===== config.mk =====
export PLATFORM = sky130hd
export DESIGN_NAME = ext_irq_sense
export DESIGN_NICKNAME = d
export VERILOG_FILES = /design/src/rtl/ext_irq_sense.sv
export SDC_FILE = /design/constraint.sdc
export NUM_CORES = 1
export LEC_CHECK = 0
export BUFFER_PORTS_ARGS = -buffer_cell sky130_fd_sc_hd__buf_4
export CORE_MARGIN = 1.5
export CORE_UTILIZATION = 44
export DETAILED_ROUTE_END_ITERATION = 12
export PLACE_DENSITY = 0.64
export SYNTH_ARGS = -nofsm -noshare
export SYNTH_HDL_FRONTEND = slang
export SYNTH_SLANG_ARGS = --single-unit

===== constraint.sdc =====
create_clock -name clk -period 2 [get_ports clk]
set_input_delay 0.2 -clock clk [delete_from_list [all_inputs] [get_ports clk]]
set_output_delay 0.2 -clock clk [all_outputs]
set_load 0.01 [all_outputs]

===== src/rtl/ext_irq_sense.sv =====
module ext_irq_sense #(
  parameter int LEVEL_CYCLES = 5
) (
  input  logic       clk,
  input  logic       rst_n,
  input  logic       pin0,
  input  logic       pin1,
  input  logic       pin2,
  input  logic [1:0] mode0,
  input  logic [1:0] mode1,
  input  logic       pol2,
  input  logic [2:0] ack,
  input  logic [2:0] sw_clr,
  output logic [2:0] flag
);
  localparam int CW = $clog2(LEVEL_CYCLES + 1);
  localparam logic [CW-1:0] LVL_MAX = CW'(LEVEL_CYCLES);
  localparam logic [1:0] M_LOW  = 2'b00;
  localparam logic [1:0] M_ANY  = 2'b01;
  localparam logic [1:0] M_FALL = 2'b10;
  localparam logic [1:0] M_RISE = 2'b11;

  logic [2:0] raw;
  logic [1:0] md [3];

  assign raw   = {pin2, pin1, pin0};
  assign md[0] = mode0;
  assign md[1] = mode1;
  assign md[2] = {1'b1, pol2};

  for (genvar i = 0; i < 3; i++) begin : g_ch
    logic          meta, sync, prev, latched, level, changed, hit;
    logic [1:0]    mode_q;
    logic [CW-1:0] low_cnt;

    assign level   = (md[i] == M_LOW);
    assign changed = (md[i] != mode_q);

    always_comb begin
      case (md[i])
        M_ANY:   hit = sync ^ prev;
        M_FALL:  hit = prev & ~sync;
        M_RISE:  hit = sync & ~prev;
        default: hit = 1'b0;
      endcase
    end

    always_ff @(posedge clk or negedge rst_n) begin
      if (!rst_n) begin
        meta   <= 1'b1;
        sync   <= 1'b1;
        prev   <= 1'b1;
        mode_q <= M_LOW;
      end else begin
        meta   <= raw[i];
        sync   <= meta;
        prev   <= sync;
        mode_q <= md[i];
      end
    end

    always_ff @(posedge clk or negedge rst_n) begin
      if (!rst_n)                   latched <= 1'b0;
      else if (level)               latched <= 1'b0;
      else if (hit && !changed)     latched <= 1'b1;
      else if (ack[i] || sw_clr[i]) latched <= 1'b0;
    end

    always_ff @(posedge clk or negedge rst_n) begin
      if (!rst_n)                low_cnt <= '0;
      else if (!level || sync)   low_cnt <= '0;
      else if (low_cnt != LVL_MAX) low_cnt <= low_cnt + 1'b1;
    end

    assign flag[i] = level ? (low_cnt == LVL_MAX) : latched;
  end
endmodule


# Word-level counts from Yosys, hierarchy flattened
# Cells that the tools add are included.
# op_classes
n_mux	21
bitwise	15
n_reduce_logical	24
eq_ne	15
n_addsub	3
# ops
operator	n
$mux W3	6
$mux W1	12
$add A3 B1 Y3 const B	3
$eq A3 B3 Y1 const B	3
$ne A3 B3 Y1 const B	3
$reduce_bool A3 Y1	3
$eq A2 B2 Y1 const B	4
$not A1 Y1	7
$and A1 B1 Y1	6
$logic_not A1 Y1	6
$logic_not A2 Y1	3
$logic_or A1 B1 Y1	6
$ne A2 B2 Y1	3
$pmux W1 S3	2
$reduce_bool A2 Y1	3
$eq A2 B1 Y1 const B	2
$logic_and A1 B1 Y1	3
$pmux W1 S2	1
$xor A1 B1 Y1	2
# word_totals
ff_bits	27
inputBits	16
word_cells	96
out_inout_bits	3

# Depth between registers and ports, before layout
# depth
ltp_word	6
ltp_mapped	5
ltp_nobuf	5

# Least setup slack after synthesis
# Ideal clock, no wire load.
# synth_path
path_type	register to register
from	register g_ch[1].sync
to	register g_ch[1].latched
setup_ps	82
period_less_slack_ps	1370
slack_ps	630
n_path_buf	0
arrival_ps	1288
path_stages_with_launch	6
path_cell_list	dfstp_2 -> inv_1 -> ha_1 -> nor4b_2 -> a21oi_1 -> o22ai_1
# synth_between
elab_chain_len	6
elab_cells_between_ends	9
classes_between	mux (3); bitwise (4); reduce/logical (2)
# synth_rtl
element	line_no	source
start: declaration	32	logic meta, sync, prev, latched, level, changed, hit;
start signal: assignment	56	sync <= meta;
$not A1 Y1	42	M_FALL: hit = prev & ~sync;
$and A1 B1 Y1	42	
$pmux W1 S3 *	40	case (md[i])
$logic_and A1 B1 Y1 *	65	else if (hit && !changed) latched <= 1'b1;
$mux W1	65	
$mux W1	64	else if (level) latched <= 1'b0;
end signal: assignment	64	
end signal: assignment	65	
end signal: assignment	66	else if (ack[i] || sw_clr[i]) latched <= 1'b0;
end: declaration	32	
# Every way passes the cells marked *; elsewhere a longest branch is shown, timed or not.
# A chain may end at the register's enable or synchronous reset.

# Final worst setup path
# layout_path
from	register g_ch[1].low_cnt[1]
to	output port flag[1]
# layout_between
elab_chain_len	2
# layout_rtl
element	line_no	source
start: declaration	34	logic [CW-1:0] low_cnt;
start signal: assignment	72	else if (low_cnt != LVL_MAX) low_cnt <= low_cnt + 1'b1;
$eq A3 B3 Y1	75	assign flag[i] = level ? (low_cnt == LVL_MAX) : latched;
$mux W1	75	
end: declaration	14	output logic [2:0] flag
# No other way between the ends.

==> impl_metrics.toml <==
[critical_path]
cp_data_arrival_time_ps = 1440
cp_slowest_cell = "dfrtp_1"
rr_startpoint = "g_ch[1].sync"
crit_required_ps = 1800
rrSetupSlack_ps = 530
ff2ff_path_depth = 5
regToRegEndpoint = "g_ch[1].latched"
end_kind = "primary output"
crit_chain = "inv_1 -> ha_1 -> nand2_1 -> o31ai_1 -> buf_4"
path_class = "register to primary output"
crit_path_start_kind = "register"
critical_path.max_fanout = 4
critPathMaxStageDelay_ps = 410

[outcome]
outcome = "finished, final reports clean"

[timing]
skew_ps = 3.03
maxSlewViolCount = 0
hold_violations = 0
setup_tns_ps = 0
finalCritPeriodShare_pct = 82.2
timing.hold.ws_ps = 29.2
setup_ws_ps = 356
setup_viol = 0
fmax_mhz = 608
grt_setup_unrepaired = "no"
min_period_ps = 1640

[floorplanning]
rows = 17
die_height_um = 50.8
core_area_um2 = 2190
ioPinCount = 19
die-area_um2 = 2580
die_w_um = 50.8
floorplan.initialDensity_pct = 45.8

[place]
dp_slack_ps = 538
dp_hpwl_um = 1150
place.gp.congestion = 0.811
dp.cells = 131
portBuffers = 18

[final_layout]
fin_nets = 137
final_common_cell = "buf_4"
areaGrowthSynthToFinish_pct = 24.8
nFillCells = 188
mostFrequentLayoutCells = "18 x buf_4, 15 x dfrtp_1, 13 x nor2_1"
n_antenna_cell = 0
drive_gt1_share_pct = 29.5
final_cells = 140

[global_route]
grt_use_met3_pct = 2.68
antenna_found_initial = 0
grt_pass1_wl_um = 2660
grt_use_met2_pct = 22.8
grt_pass1_vias = 634
overflow = 0
busiest_layer = "met2"
use_met1_pct = 17.1
grt_max_degree = 25
gr-usage-all-layers_pct = 14.1

[pwr]
p_sw_share_pct = 21.6
p_leak_uw = 0.000587
switching_power_uw = 184
clockPowerShare_pct = 29.0
p_seq_share_pct = 61.6
p_per_area_nw_per_um2 = 681
power_frac_comb_pct = 9.4
power.internal_uw = 669
ir_worst_vdd_mv = 0.453

[synthesis]
yosysSeqAreaShare_pct = 61.0
postSynthCellCount = 86
synthesis.nets = 110
ys.flop_type = "dfrtp_1"
synth-edff-count = 0
yosysWarningCount = 0
synth-seq-cells = 24
syn_area_um2 = 1000
async_flop_share_pct = 100
synth.avg_cell_area_um2 = 11.7
ys_types = 20

[clock_tree]
cts_buffers = 3
root_buffer = "clkbuf_4"
clk_latency_ps = 310
post_cts_buffers = 0
numClockSinks = 24
cts_tree = "built"
cts_max_level = 1
cts.clk_slew.worst_paths_ps = 120
clockBufferDepth = 2

[detailed_routing]
drtAntennaViolNets = 0
vias_per_cell = 4.88
drt_iter0_markers = 18
wl_per_cell_um = 10.7
vias = 683
drc = 0
routed_wl_um = 1490
first_pass_iters = 4

[hold_path]
worstHoldEndpoint = "g_ch[1].mode_q[0]"
whs_path_depth = 1
min-delay-start = "mode1[0]"
hold_class = "input port to register"

[flow_run]
drv_cap = 0
==> what timing repair did <==
| item | CTS | global route |
|---|---|---|
| hold buffers | 5 | 0 |
| gates resized for setup | 0 | 0 |
| hold endpoints to repair | 19 | 0 |
==> metrics by stage <==
step | util (%) | cell area [um2] | total power (uW)
2_1_floorplan | - | 1000 | 560
3_3_place_gp | 53.2 | 1170 | 606
3_5_place_dp | 53.2 | 1170 | 609
4_1_cts | 57.2 | 1250 | 867
5_1_grt | 57.2 | 1250 | 902
6_report | 57.2 | 1250 | 853
==> power groups by stage <==
stage,registers [uW],logic (uW),clock network (uW)
after global routing,529,91.3,283
after global placement,533,72.4,0
after floorplan,531,28.9,0
after CTS,526,82.4,258
final,525,80.4,247
after detailed placement,534,74.5,0
==> worst max path at each step <==
stage                             startpoint              end  slack (ps)  cells after the start
after detailed placement        g_ch[1].sync  g_ch[1].latched         540                      5
after floorplan                 g_ch[1].sync  g_ch[1].latched         630                      5
after global placement          g_ch[1].sync  g_ch[1].latched         610                      5
after global routing      g_ch[1].low_cnt[1]          flag[1]         190                      5
after CTS                 g_ch[1].low_cnt[1]          flag[1]         320                      5
final                     g_ch[1].low_cnt[1]          flag[1]         360                      5
==> cells in the mapped netlist (3+ instances only) <==
master   count  area, um2
dfstp_2      9        236
dfrtp_1     15        375
nor2_1      13       48.8
inv_1        6       22.5
nand2_1     10       37.5
ha_1         8        100
o21ai_0      3       15.0
==> critical path: cells and delay by family, from the launching register on <==
family,cells,cell delay (ps)
flops,1,410
buf+inv,2,220
simple gates,1,120
fa+ha+maj,1,150
compound gates,1,230
==> sequential cells by signal (all words and copies together), names as in the netlist <==
signal        cells
g_ch.latched      3
g_ch.mode_q       6
g_ch.prev         3
g_ch.meta         3
g_ch.sync         3
g_ch.low_cnt      6
==> area by class of cell <==
type / instances / area [um2] / share of cell area [%]
clock buffers: 4 / 36.3 / 2.90
inverters: 6 / 22.5 / 1.80
multi-input cells: 55 / 362 / 28.9
flip-flops and latches: 24 / 612 / 48.9
well taps: 28 / 35.0 / 2.80
repair buffers: 23 / 185 / 14.8
==> cells by family after synthesis <==
logic type | after synthesis | synth area share, %
AO/OA/AOI/OAI | 13 | 7.98
XOR/XNOR | 2 | 1.75
flip-flops | 24 | 61.0
AND/OR/NAND/NOR | 31 | 16.0
other | 1 | 0.374
adder cells (fa/ha/maj) | 8 | 9.98
buffers and inverters | 7 | 2.99
==> routing by layer <==
| layer | up-vias | share of wire (%) |
|---|---|---|
| li1 | 340 | - |
| met1 | 328 | 46 |
| met2 | 10 | 49 |
| met3 | 5 | 2.3 |
| met4 | 0 | 2.7 |
| met5 | - | 0 |
No activity file was read; power rests on OpenSTA's default activity.
